[src/rtl/rxq_pkg.sv]
package rxq_pkg;
  typedef enum logic [1:0] {
    TRIG_ONE  = 2'd0,
    TRIG_QTR  = 2'd1,
    TRIG_HALF = 2'd2,
    TRIG_NEAR = 2'd3
  } trig_sel_e;

  // Threshold for a queue of `size` entries: 1, size/4, size/2, size - size/8
  function automatic int unsigned trig_threshold(int unsigned size, logic [1:0] code);
    case (trig_sel_e'(code))
      TRIG_ONE:  return 1;
      TRIG_QTR:  return size / 4;
      TRIG_HALF: return size / 2;
      default:   return size - size / 8;
    endcase
  endfunction
endpackage

[src/rtl/rxq_store.sv]
module rxq_store #(
  parameter int DATA_W = 8,
  parameter int DEPTH  = 64,
  parameter int CW     = $clog2(DEPTH + 1),
  parameter int PW     = $clog2(DEPTH)
) (
  input  logic            clk,
  input  logic            rst_n,
  input  logic            clr,
  input  logic            push,
  input  logic            pop,
  input  logic [CW-1:0]   cap,
  input  logic [DATA_W:0] din,
  output logic [DATA_W:0] dout,
  output logic [CW-1:0]   count
);
  logic [DATA_W:0] mem [DEPTH];
  logic [PW-1:0]   wptr, rptr;

  function automatic logic [PW-1:0] adv(input logic [PW-1:0] p);
    if (CW'(p) + CW'(1) >= cap) return '0;
    return p + PW'(1);
  endfunction

  always_ff @(posedge clk) begin
    if (push) mem[wptr] <= din;
  end

  always_ff @(posedge clk or negedge rst_n) begin
    if (!rst_n) begin
      wptr  <= '0;
      rptr  <= '0;
      count <= '0;
      dout  <= '0;
    end else if (clr) begin
      wptr  <= '0;
      rptr  <= '0;
      count <= '0;
    end else begin
      if (push) wptr <= adv(wptr);
      if (pop) begin
        rptr <= adv(rptr);
        dout <= mem[rptr];
      end
      count <= count + CW'(push) - CW'(pop);
    end
  end

  AST_NO_UNDERFLOW: assert property (@(posedge clk) disable iff (!rst_n)
    (count == '0 && !push) |=> (count == '0 || $past(clr))) else $error("count underflow");
endmodule

[src/rtl/rxq_timeout.sv]
module rxq_timeout #(
  parameter int TO_CHARS = 4,
  parameter int TW       = $clog2(TO_CHARS + 1)
) (
  input  logic clk,
  input  logic rst_n,
  input  logic clr,
  input  logic activity,
  input  logic nonempty,
  input  logic tick,
  output logic expired
);
  logic [TW-1:0] ticks;

  always_ff @(posedge clk or negedge rst_n) begin
    if (!rst_n) begin
      ticks   <= '0;
      expired <= 1'b0;
    end else if (clr || activity || !nonempty) begin
      ticks   <= '0;
      expired <= 1'b0;
    end else if (tick && !expired) begin
      if (ticks == TW'(TO_CHARS - 1)) begin
        expired <= 1'b1;
        ticks   <= '0;
      end else begin
        ticks <= ticks + TW'(1);
      end
    end
  end

  AST_TO_EMPTY: assert property (@(posedge clk) disable iff (!rst_n)
    !nonempty |=> !expired) else $error("time-out while empty");
  AST_TO_RESTART: assert property (@(posedge clk) disable iff (!rst_n)
    activity |=> !expired) else $error("time-out survived activity");
endmodule

[src/rtl/rxq_flow.sv]
module rxq_flow #(
  parameter int CW = 7
) (
  input  logic          clk,
  input  logic          rst_n,
  input  logic          clr,
  input  logic [CW-1:0] count,
  input  logic [CW-1:0] thr,
  input  logic          to_flag,
  output logic          irq,
  output logic          rts
);
  logic at_trigger;
  assign at_trigger = (count >= thr);
  assign irq        = at_trigger || to_flag;

  always_ff @(posedge clk or negedge rst_n) begin
    if (!rst_n)                rts <= 1'b1;
    else if (clr)              rts <= 1'b1;
    else if (at_trigger)       rts <= 1'b0;
    else if (count == '0)      rts <= 1'b1;
  end

  AST_RTS_DROP: assert property (@(posedge clk) disable iff (!rst_n)
    (!clr && count >= thr) |=> !rts) else $error("rts not withdrawn");
  AST_RTS_HOLD: assert property (@(posedge clk) disable iff (!rst_n)
    (!clr && !rts && count != '0) |=> !rts) else $error("rts regranted early");
endmodule

[src/rtl/rx_fifo_fc.sv]
module rx_fifo_fc #(
  parameter int DATA_W   = 8,
  parameter int DEPTH    = 64,
  parameter int TO_CHARS = 4
) (
  input  logic                         clk,
  input  logic                         rst_n,
  input  logic                         fifo_en,
  input  logic                         depth64,
  input  logic [1:0]                   trig_sel,
  input  logic                         fifo_clr,
  input  logic                         char_tick,
  input  logic                         in_valid,
  input  logic [DATA_W-1:0]            in_data,
  input  logic                         in_ferr,
  output logic                         in_ready,
  output logic                         out_valid,
  input  logic                         out_ready,
  output logic [DATA_W-1:0]            out_data,
  output logic                         out_ferr,
  output logic                         overrun,
  output logic [$clog2(DEPTH+1)-1:0]   level,
  output logic                         irq,
  output logic                         timeout,
  output logic                         rts
);
  import rxq_pkg::*;

  localparam int CW    = $clog2(DEPTH + 1);
  localparam int PW    = $clog2(DEPTH);
  localparam int SMALL = DEPTH / 4;

  logic [CW-1:0]   cap, thr;
  logic            push, pop;
  logic [DATA_W:0] head;

  always_comb begin
    if (!fifo_en) begin
      cap = CW'(1);
      thr = CW'(1);
    end else if (depth64) begin
      cap = CW'(DEPTH);
      thr = CW'(trig_threshold(DEPTH, trig_sel));
    end else begin
      cap = CW'(SMALL);
      thr = CW'(trig_threshold(SMALL, trig_sel));
    end
  end

  assign in_ready  = (level < cap);
  assign out_valid = (level != '0);
  assign push      = in_valid && in_ready && !fifo_clr;
  assign pop       = out_ready && out_valid && !fifo_clr;
  assign out_data  = head[DATA_W-1:0];
  assign out_ferr  = head[DATA_W];

  always_ff @(posedge clk or negedge rst_n) begin
    if (!rst_n) overrun <= 1'b0;
    else        overrun <= in_valid && !in_ready && !fifo_clr;
  end

  rxq_store #(.DATA_W(DATA_W), .DEPTH(DEPTH), .CW(CW), .PW(PW)) u_store (
    .clk(clk), .rst_n(rst_n), .clr(fifo_clr), .push(push), .pop(pop),
    .cap(cap), .din({in_ferr, in_data}), .dout(head), .count(level)
  );

  rxq_timeout #(.TO_CHARS(TO_CHARS)) u_timer (
    .clk(clk), .rst_n(rst_n), .clr(fifo_clr),
    .activity(in_valid || out_ready), .nonempty(out_valid),
    .tick(char_tick), .expired(timeout)
  );

  rxq_flow #(.CW(CW)) u_flow (
    .clk(clk), .rst_n(rst_n), .clr(fifo_clr), .count(level), .thr(thr),
    .to_flag(timeout), .irq(irq), .rts(rts)
  );

  AST_NO_OVERFLOW: assert property (@(posedge clk) disable iff (!rst_n)
    (level <= CW'(DEPTH))) else $error("level above depth");
  AST_FULL_DROP: assert property (@(posedge clk) disable iff (!rst_n)
    (in_valid && !fifo_clr && !out_ready && level == cap) |=> (overrun && $stable(level)))
    else $error("full write not dropped");
  AST_EMPTY_READ: assert property (@(posedge clk) disable iff (!rst_n)
    (out_ready && level == '0 && !in_valid && !fifo_clr) |=> (level == '0 && $stable(out_data)))
    else $error("empty read moved state");
  AST_CLEAR: assert property (@(posedge clk) disable iff (!rst_n)
    fifo_clr |=> (level == '0 && rts && !timeout)) else $error("clear incomplete");
endmodule

[config.mk]
export PLATFORM = sky130hd
export DESIGN_NAME = rx_fifo_fc
export DESIGN_NICKNAME = d
export VERILOG_FILES = /design/src/rtl/rxq_pkg.sv /design/src/rtl/rxq_store.sv /design/src/rtl/rxq_timeout.sv /design/src/rtl/rxq_flow.sv /design/src/rtl/rx_fifo_fc.sv
export SDC_FILE = /design/constraint.sdc
export NUM_CORES = 1
export LEC_CHECK = 0
export BUFFER_PORTS_ARGS = -buffer_cell sky130_fd_sc_hd__buf_4
export CORE_MARGIN = 3
export CORE_UTILIZATION = 55
export CTS_BUF_LIST = sky130_fd_sc_hd__clkbuf_16
export DETAILED_ROUTE_END_ITERATION = 8
export HOLD_SLACK_MARGIN = 0.1
export PLACE_DENSITY = 0.76
export REMOVE_ABC_BUFFERS = 1
export SYNTH_ARGS = -nofsm -noshare
export SYNTH_HDL_FRONTEND = slang
export SYNTH_SLANG_ARGS = --single-unit
[constraint.sdc]
create_clock -name clk -period 3.82 [get_ports clk]
set_input_delay 0.764 -clock clk [delete_from_list [all_inputs] [get_ports clk]]
set_output_delay 0.764 -clock clk [all_outputs]
set_load 0.01 [all_outputs]
==> metrics.yaml <==
crit_path_start_kind: "register"
overflow: 0
finalCritPeriodShare_pct: 90.4
antenna_found_initial: 0
cts.htree.levels: 2
cts-root-buf: "clkbuf_16"
drt_iter0_drc: 1394
synthesis.area_mm2: 0.0244
p_leak_nw: 8.97
regArea_mm2: 0.0182
synth_top_area_cell: "edfxtp_1"
maxCapViolCount: 0
synth_flop_cell: "edfxtp_1"
fp-row-count: 76
io_buffers: 40
routabilityCongestion: 0.846
fin_crit_ps: 3450
avgSynthCellArea_um2: 19.0
initial_core_util_pct: 56.2
grt_max_degree: 68
hold_violations: 0
cts_tree: "yes"
core_area_mm2: 0.0434
dp.cells: 1934
crit_chain: "inv_1 > ha_1 > nand2_1 > nor3_1 > inv_1 > nand3_1 > inv_1 > ha_1 > inv_1 > ha_1 > fa_1 > nand2b_1 > a21oi_1 > o21ai_0 > a21oi_1 > or3_1 > a21oi_1"
cp.required_ps: 4330
synth-edff-count: 576
final_common_cell: "edfxtp_1"
n_antenna_cell: 0
path_buf_inv: 4
finalPower_w: 0.0148
setup_viol: 0
arrival_ps: 3960
synthArstFlopShare_pct: 5.57
clock_skew_ps: 26.6
wirelength_um: 53400
num_vias: 12800
clock_latency_ps: 600
multi_input_area_mm2: 0.00586
cts.sinks: 610
critical_path_class: "reg2reg"
yosysWarnings: 0
nets: 1457
dieArea_mm2: 0.0468
crit_top_cell: "inv_1"
crit_path_max_incr_delay_ps: 450
ys_ff_latch: 610
drc: 0
via_per_inst: 6.25
final_cell_mix: "edfxtp_1 (576), mux4_2 (131), buf_4 (125)"
final_core_util_pct: 63.9
setup_ws_ps: 366
yosysSeqAreaShare_pct: 74.5
layout-drive-gt1-share_pct: 24.7
grt_pass1_wl_um: 81100
firstDrtPassIters: 6
max_slew_margin_pct: 45.8
area_delta_synth_final_pct: 13.8
syn_inst: 1284
critical_path.slowest_cell: "dfrtp_1"
routedWlPerCell_um: 26.2
cts_made_buffers: 58
cp-end-kind: "register"
die_y_um: 216
power.density_mw_per_mm2: 535
path_max_fanout: 5
grt_use_total_pct: 23.3
tightest_slew_ps: 813
setup_tns_ps: 0
final_cells: 2040
path_clk_slew_ps: 60
place_ws_ps: 177
nFillCells: 2881
cts_resized: 0
synthTopCellsByArea: "edfxtp_1 (71%), mux4_2 (12%), dfrtp_1 (3.4%)"
hold_class: "in2reg"
clk_path_buf_depth: 3
grt_pass1_vias: 13000
status: "finished, final reports clean"
critPathTopFamily: "adder cells"
die_w_um: 216
synth_top_area_share_pct: 71.0
ys_types: 54
io_pins: 41
slew_viol_final: 0
ant_nets: 0
dp_hpwl_um: 31400
max-vdd-ir-drop_mv: 0.415
fmax_ghz: 0.290
rsz0062_at_grt: "false"
[state kept, by name, indices dropped and copies added (netlist names)]
name / count
overrun: 1
u_timer.expired: 1
u_flow.rts: 1
u_store.rptr: 6
u_store.wptr: 6
u_store.mem: 576
u_timer.ticks: 3
u_store.dout: 9
u_store.count: 7
[logic make-up after synthesis]
| family | Yosys count | share of synthesized area (%) |
|---|---|---|
| XOR/XNOR | 8 | 0.288 |
| adder cells (fa/ha/maj) | 28 | 1.47 |
| multiplexers | 167 | 13.6 |
| flip-flops | 610 | 74.5 |
| AO/OA/AOI/OAI | 147 | 4.07 |
| buffers and inverters | 86 | 1.40 |
| AND/OR/NAND/NOR | 238 | 4.62 |
[report_power, final]
| part | internal, W | switching, W | total [W] | leakage [nW] |
|---|---|---|---|---|
| clock | 0.00318 | 0.00234 | 0.00552 | 0.945 |
| combinational | 0.000798 | 0.000908 | 0.00171 | 2.40 |
| sequential | 0.00743 | 0.000166 | 0.00759 | 5.62 |
[timing repair]
action / 4_1_cts / 5_1_grt
hold buffers: 1 / 0
buffers inserted: 0 / 0
hold endpoints to repair: 6 / 0
endpoints found under the setup margin: 0 / 0
[per-stage QoR]
stage          area (µm²)  hold WS [ps]
2_1_floorplan       24100           468
3_3_place_gp        25900           507
3_5_place_dp        25900           521
4_1_cts             27700           374
5_1_grt             27700           409
6_report            27700           409
[final cells by class]
cell class / instances / share of cell area (%)
Inverter: 21 / 0.284
Clock buffer: 59 / 5.33
Clock inverter: 46 / 1.29
Multi-Input combinational cell: 588 / 21.2
Tap cell: 585 / 2.64
Timing Repair Buffer: 131 / 3.78
Sequential cell: 610 / 65.5
[final timing paths]
check                                  from          endpoint  slack, ps  cells past startpoint
max                        u_store.count[5]  u_store.count[6]        370                     17
min                                fifo_clr  u_store.count[5]        410                      2
max reg2reg                u_store.count[5]  u_store.count[6]        370                     17
min reg2reg                      u_flow.rts        u_flow.rts        520                      2
max in group asynchronous             rst_n   u_store.rptr[1]       2790                      2
min in group asynchronous             rst_n  u_timer.ticks[2]        670                      2
[cells in the mapped netlist (all sizes together) (13+ instances only)]
library cell,instances
nand2,69
a21oi,23
nand3,14
mux4,131
ha,27
a22oi,45
buf,27
edfxtp,576
clkbuf,38
o21ai,28
nor2b,13
dfrtp,33
mux2i,31
nor2,87
inv,21
o22ai,14
[routing by layer]
layer | GRT usage [%] | part of all wire, % | up-vias
met4 | 8.45 | 3.7 | 0
li1 | - | - | 5441
met2 | 35.9 | 47 | 629
met3 | 4.29 | 8.7 | 103
met5 | 0 | 0 | -
met1 | 34.0 | 41 | 6586
No activity file was read; power rests on OpenSTA's default activity.
